`src/rtl/blkmap_pkg.sv`:
```
package blkmap_pkg;

    // Effective / physical address field boundaries
    localparam int ADDR_W      = 32;
    localparam int SEG_MSB     = 31;
    localparam int SEG_LSB     = 28;
    localparam int MID_MSB     = 27;
    localparam int MID_LSB     = 17;
    localparam int MID_W       = MID_MSB - MID_LSB + 1;
    localparam int PG_MSB      = 16;
    localparam int PG_LSB      = 12;
    localparam int OFS_W       = 12;

    // Match-word fields
    localparam int LEN_MSB     = 12;
    localparam int LEN_LSB     = 2;
    localparam int SUP_OK_BIT  = 1;
    localparam int USR_OK_BIT  = 0;

    // Target-word fields
    localparam int RIGHT_RW_BIT = 1;
    localparam int RIGHT_RO_BIT = 0;

    typedef enum logic {
        BANK_INSTR = 1'b0,
        BANK_DATA  = 1'b1
    } bank_e;

    typedef struct packed {
        logic              hit;
        logic [ADDR_W-1:0] pa;
        logic              rd;
        logic              wr;
    } xl_res_t;

endpackage

```
`src/rtl/blkmap_regs.sv`:
```
module blkmap_regs
    import blkmap_pkg::*;
#(
    parameter int NUM_ENT = 4,
    localparam int ENT_W  = $clog2(NUM_ENT),
    localparam int IDX_W  = ENT_W + 2
) (
    input  logic                           clk,
    input  logic                           rst_n,
    input  logic                           we,
    input  logic [IDX_W-1:0]               idx,
    input  logic [ADDR_W-1:0]              wdata,
    input  logic                           bank_sel,
    output logic [NUM_ENT-1:0][ADDR_W-1:0] match_w,
    output logic [NUM_ENT-1:0][ADDR_W-1:0] target_w
);

    localparam int NUM_BANK = 2;

    logic [NUM_BANK-1:0][NUM_ENT-1:0][ADDR_W-1:0] match_q;
    logic [NUM_BANK-1:0][NUM_ENT-1:0][ADDR_W-1:0] target_q;

    logic              w_bank;
    logic              w_tgt;
    logic [ENT_W-1:0]  w_ent;

    assign w_bank = idx[IDX_W-1];
    assign w_tgt  = idx[IDX_W-2];
    assign w_ent  = idx[ENT_W-1:0];

    for (genvar b = 0; b < NUM_BANK; b++) begin : g_bank
        for (genvar e = 0; e < NUM_ENT; e++) begin : g_ent
            logic sel_here;
            assign sel_here = we && (w_bank == b[0]) && (w_ent == e[ENT_W-1:0]);

            always_ff @(posedge clk or negedge rst_n) begin
                if (!rst_n) begin
                    match_q[b][e]  <= '0;
                    target_q[b][e] <= '0;
                end else if (sel_here) begin
                    if (w_tgt) begin
                        target_q[b][e] <= wdata;
                    end else begin
                        match_q[b][e]  <= wdata;
                    end
                end
            end
        end
    end

    always_comb begin
        match_w  = match_q[bank_sel];
        target_w = target_q[bank_sel];
    end

endmodule

```
`src/rtl/blkmap_cmp.sv`:
```
module blkmap_cmp
    import blkmap_pkg::*;
(
    input  logic [ADDR_W-1:0] ea,
    input  logic              user,
    input  logic [ADDR_W-1:0] match_word,
    input  logic [ADDR_W-1:0] target_word,
    output logic              usable_hit,
    output logic [ADDR_W-1:0] pa,
    output logic              rd,
    output logic              wr
);

    logic [MID_W-1:0] len_mask;
    logic             seg_eq;
    logic             mid_eq;
    logic             mode_ok;

    assign len_mask = match_word[LEN_MSB:LEN_LSB];
    assign seg_eq   = (ea[SEG_MSB:SEG_LSB] == match_word[SEG_MSB:SEG_LSB]);
    assign mid_eq   = ((ea[MID_MSB:MID_LSB] & ~len_mask) == match_word[MID_MSB:MID_LSB]);
    assign mode_ok  = user ? match_word[USR_OK_BIT] : match_word[SUP_OK_BIT];

    assign usable_hit = seg_eq && mid_eq && mode_ok;

    assign pa = {target_word[SEG_MSB:SEG_LSB],
                 (ea[MID_MSB:MID_LSB] & len_mask) | target_word[MID_MSB:MID_LSB],
                 ea[PG_MSB:PG_LSB],
                 {OFS_W{1'b0}}};

    assign wr = target_word[RIGHT_RW_BIT];
    assign rd = target_word[RIGHT_RW_BIT] | target_word[RIGHT_RO_BIT];

endmodule

```
`src/rtl/blkmap_pick.sv`:
```
module blkmap_pick
    import blkmap_pkg::*;
#(
    parameter int NUM_ENT = 4
) (
    input  logic [NUM_ENT-1:0]             hit_v,
    input  logic [NUM_ENT-1:0][ADDR_W-1:0] pa_v,
    input  logic [NUM_ENT-1:0]             rd_v,
    input  logic [NUM_ENT-1:0]             wr_v,
    output xl_res_t                        res
);

    // Walk from the highest entry down so the lowest match is written last.
    always_comb begin
        res = '0;
        for (int i = NUM_ENT - 1; i >= 0; i--) begin
            if (hit_v[i]) begin
                res.hit = 1'b1;
                res.pa  = pa_v[i];
                res.rd  = rd_v[i];
                res.wr  = wr_v[i];
            end
        end
    end

endmodule

```
`src/rtl/blkmap_top.sv`:
```
module blkmap_top
    import blkmap_pkg::*;
#(
    parameter int NUM_ENT = 4,
    localparam int IDX_W  = $clog2(NUM_ENT) + 2
) (
    input  logic              clk,
    input  logic              rst_n,
    input  logic              cfg_we,
    input  logic [IDX_W-1:0]  cfg_idx,
    input  logic [31:0]       cfg_wdata,
    input  logic [31:0]       req_ea,
    input  logic              req_is_data,
    input  logic              req_user,
    input  logic              req_xlate_en,
    output logic              rsp_hit,
    output logic [31:0]       rsp_pa,
    output logic              rsp_rd,
    output logic              rsp_wr
);

    logic [NUM_ENT-1:0][ADDR_W-1:0] match_w;
    logic [NUM_ENT-1:0][ADDR_W-1:0] target_w;
    logic [NUM_ENT-1:0]             hit_v;
    logic [NUM_ENT-1:0][ADDR_W-1:0] pa_v;
    logic [NUM_ENT-1:0]             rd_v;
    logic [NUM_ENT-1:0]             wr_v;
    xl_res_t                        win_res;
    xl_res_t                        out_res;

    blkmap_regs #(.NUM_ENT(NUM_ENT)) u_regs (
        .clk      (clk),
        .rst_n    (rst_n),
        .we       (cfg_we),
        .idx      (cfg_idx),
        .wdata    (cfg_wdata),
        .bank_sel (req_is_data),
        .match_w  (match_w),
        .target_w (target_w)
    );

    for (genvar e = 0; e < NUM_ENT; e++) begin : g_cmp
        blkmap_cmp u_cmp (
            .ea          (req_ea),
            .user        (req_user),
            .match_word  (match_w[e]),
            .target_word (target_w[e]),
            .usable_hit  (hit_v[e]),
            .pa          (pa_v[e]),
            .rd          (rd_v[e]),
            .wr          (wr_v[e])
        );
    end

    blkmap_pick #(.NUM_ENT(NUM_ENT)) u_pick (
        .hit_v (hit_v),
        .pa_v  (pa_v),
        .rd_v  (rd_v),
        .wr_v  (wr_v),
        .res   (win_res)
    );

    always_comb begin
        if (!req_xlate_en) begin
            out_res.hit = 1'b1;
            out_res.pa  = {req_ea[ADDR_W-1:OFS_W], {OFS_W{1'b0}}};
            out_res.rd  = 1'b1;
            out_res.wr  = 1'b1;
        end else begin
            out_res = win_res;
        end
    end

    assign rsp_hit = out_res.hit;
    assign rsp_pa  = out_res.pa;
    assign rsp_rd  = out_res.rd;
    assign rsp_wr  = out_res.wr;

endmodule

```
`config.mk`:
```
export PLATFORM = sky130hd
export DESIGN_NAME = blkmap_top
export DESIGN_NICKNAME = d
export VERILOG_FILES = /design/src/rtl/blkmap_pkg.sv /design/src/rtl/blkmap_regs.sv /design/src/rtl/blkmap_cmp.sv /design/src/rtl/blkmap_pick.sv /design/src/rtl/blkmap_top.sv
export SDC_FILE = /design/constraint.sdc
export NUM_CORES = 1
export LEC_CHECK = 0
export ABC_AREA = 1
export BUFFER_PORTS_ARGS = -buffer_cell sky130_fd_sc_hd__buf_2
export CORE_ASPECT_RATIO = 1.5
export CORE_MARGIN = 10
export CORE_UTILIZATION = 46
export DETAILED_ROUTE_END_ITERATION = 10
export GPL_TIMING_DRIVEN = 0
export SLEW_MARGIN = 20
export SYNTH_ARGS = -nofsm -noshare
export SYNTH_HDL_FRONTEND = slang
export SYNTH_HIERARCHICAL = 1
export SYNTH_SLANG_ARGS = --single-unit
```
`constraint.sdc`:
```
create_clock -name clk -period 5.9 [get_ports clk]
set_input_delay 0.295 -clock clk [delete_from_list [all_inputs] [get_ports clk]]
set_output_delay 0.295 -clock clk [all_outputs]
set_load 0.01 [all_outputs]
```
==> impl_results.md <==
* Total chip power at 7.54 mW
* Residual DRC at 0
* Crit Path Category: input port to primary output
* Finished Cell Area at 24100 um^2
* Number of hold violations in the final report at 0
* RSZ-0062 raised after global routing: false
* DP Area at 22700 um^2
* Final setup margin at 1.72 ns
* Max frequency at 239 MHz
* Area Growth Syn to Fin at 12.5%
* Die ar. at 55700 um^2
* DR WL/cell at 20.9 um
* Buffers on Ports at 62
* Clk Latency, worst-skew pair at 0.54 ns
* Total Wirelength at 75000 um
* Number of global-route vias before repair at 19221
* Final GP Congestion at 0.938
* Clock sinks at 360
* Fin crit share at 0.709
* Maximum number of pins on one net before global-route repair at 91
* # fillers at 4486
* Finish-stage setup viols at 0
* Max-cap violations at 0
* Post-CTS Resized at 0
* GRT Util Overall at 0.264
* GRT overflow at 0
* Postcts setup bufs at 0
* Initial antenna violation count at 4
* Max-slew violations at 0
* Dpl ws at 1.82 ns
* Mapped Cells at 2807
* Rows at 96
* Worst slew pin tran at 1.08 ns
* DR pass1 iterations at 7
* Die Y at 284 um
* Worst Skew at 0 ns
* Layout cells sized above 1 at 0.200
* Antenna Nets Post-Route at 0
* Vias per cell at 5.31
* Core area at 45900 um^2
* Slowest stage delay, CP at 0.65 ns
* Ys Warns at 6
* Root Buffer: clkbuf_16
* Placed Cells at 3505
* Crit path from: req_is_data
* First-pass GRT wire length at 114000 um
* Cell breakdown of the critical path: clkbuf_1 -> buf_2 -> mux2_2 -> inv_1 -> nand3_1 -> nand2_1 -> nand3_1 -> nor2_1 -> nand2_1 -> nor2_1 -> buf_6 -> inv_8 -> buf_12 -> nor2_2 -> nor2_1 -> nand2_1 -> nand2_1 -> nand2_1 -> nand2_1 -> buf_2
* Synthesized cell area at 21400 um^2
* Slew headroom at 0.283
* Pwr Density at 313 nW/um^2
* Horiz. Die Dim at 196 um
* Final non-filler cell total at 3583
* Starting density of the core at 0.466
* CP arrival at 3.89 ns
* H-tree depth at 2
* CTS buffer count at 40
* Dpl hpwl at 58400 um
* Max clock buf depth at 3
* Outcome: completed
* TritonCTS clock tree: done
* CP Capture Type: primary output
* Critical-path top delay cell: clkbuf_1
* Fin nets at 3034
* CTS clk-pin slew, worst paths at 0.06 ns
* Initial DRC Count at 1487
* Cts hold-fix bufs at 1
* Final min period at 4.18 ns
* Syn Area/Cell at 7.63 um^2
* Worst hold path class: input port to flip-flop
* Hold Crit Start: cfg_wdata[6]
* # IOs at 109
* VDD IR max at 0.000326 V
* CP dominant cell by count: nand2_1
* Worst-path maximum fanout at 10
* Worst Path Required at 5.61 ns
* Startpoint type of the worst setup path: input port
* R2R Path Start: u_regs/target_q[0]$_DFFE_PN0P_
* Vias at 19018
* Final Util at 0.525
* Static Leakage at 13.2 nW
==> critical path, delay by kind of cell <==
kind	cells	cell delay [ns]
buffers and inverters	7	1.90
muxes	1	0.41
and+or+nand+nor	12	1.23
==> cells in the final DEF (no fill, tap or decap), types with 5 or more instances in the layout <==
cell and n:
nor2_1 80, mux2_2 180, nand3b_1 12, nand2_1 1079, clkbuf_8 16, clkbuf_16 41, nor2_2 40, dfrtp_1 360
nand3_1 346, clkbuf_1 136, buf_6 15, o21ai_1 20, inv_2 5, buf_4 116, conb_1 48, a21oi_1 34
nand4_1 90, o21bai_1 20, inv_1 130, a21o_1 28, o21ai_2 8, buf_2 152, clkinv_2 7
==> sequential cells by signal (all words and copies together) (netlist names) <==
| signal | cells |
|---|---|
| u_regs/target_q | 136 |
| u_regs/match_q | 224 |
==> cell type report <==
cell class	count	area (um^2)	area share
multi-input combinational	1993	9940	0.413
sequential	360	9010	0.374
buffer	361	2100	0.0870
clock buffer	61	1230	0.0511
tap	588	736	0.0305
inverter	137	527	0.0219
timing repair buffer	67	440	0.0183
clock inverter	12	97.6	0.00405
antenna	4	10.0	0.000416
==> worst paths after layout <==
path | to | slack [ns] | cells past startpoint
worst max-delay path | rsp_pa[27] | 1.72 | 20
worst min-delay path | u_regs/match_q[230]$_DFFE_PN0P_ | 0.06 | 3
worst max register to register | u_regs/target_q[0]$_DFFE_PN0P_ | 5.26 | 2
worst min register to register | u_regs/target_q[29]$_DFFE_PN0P_ | 0.46 | 2
max in group asynchronous | u_regs/match_q[165]$_DFFE_PN0P_ | 4.41 | 4
min in group asynchronous | u_regs/match_q[117]$_DFFE_PN0P_ | 0.25 | 2
==> per-stage QoR <==
step | hold slack, ns | TNS [ns]
CTS | 0.0322 | 0
floorplan | -0.000591 | 0
detailed placement | 0.223 | 0
global route | 0.0688 | 0
finish | 0.0578 | 0
global placement | 0.448 | -940.85
==> metal layers <==
layer  vias up  part of all wire  global-route usage
met5         -                 0                   0
met2       625              0.49               0.447
met4         0             0.086               0.207
met1      9078              0.38               0.296
li1       9109                 -                   -
met3       206             0.047              0.0318
==> power breakdown <==
group	internal (mW)	switching (mW)	total [mW]
combinational	0.706	1.05	1.76
sequential	2.97	0.265	3.24
clock	1.48	1.06	2.54
total	5.16	2.38	7.54
Power figures use the tool's default switching activity.
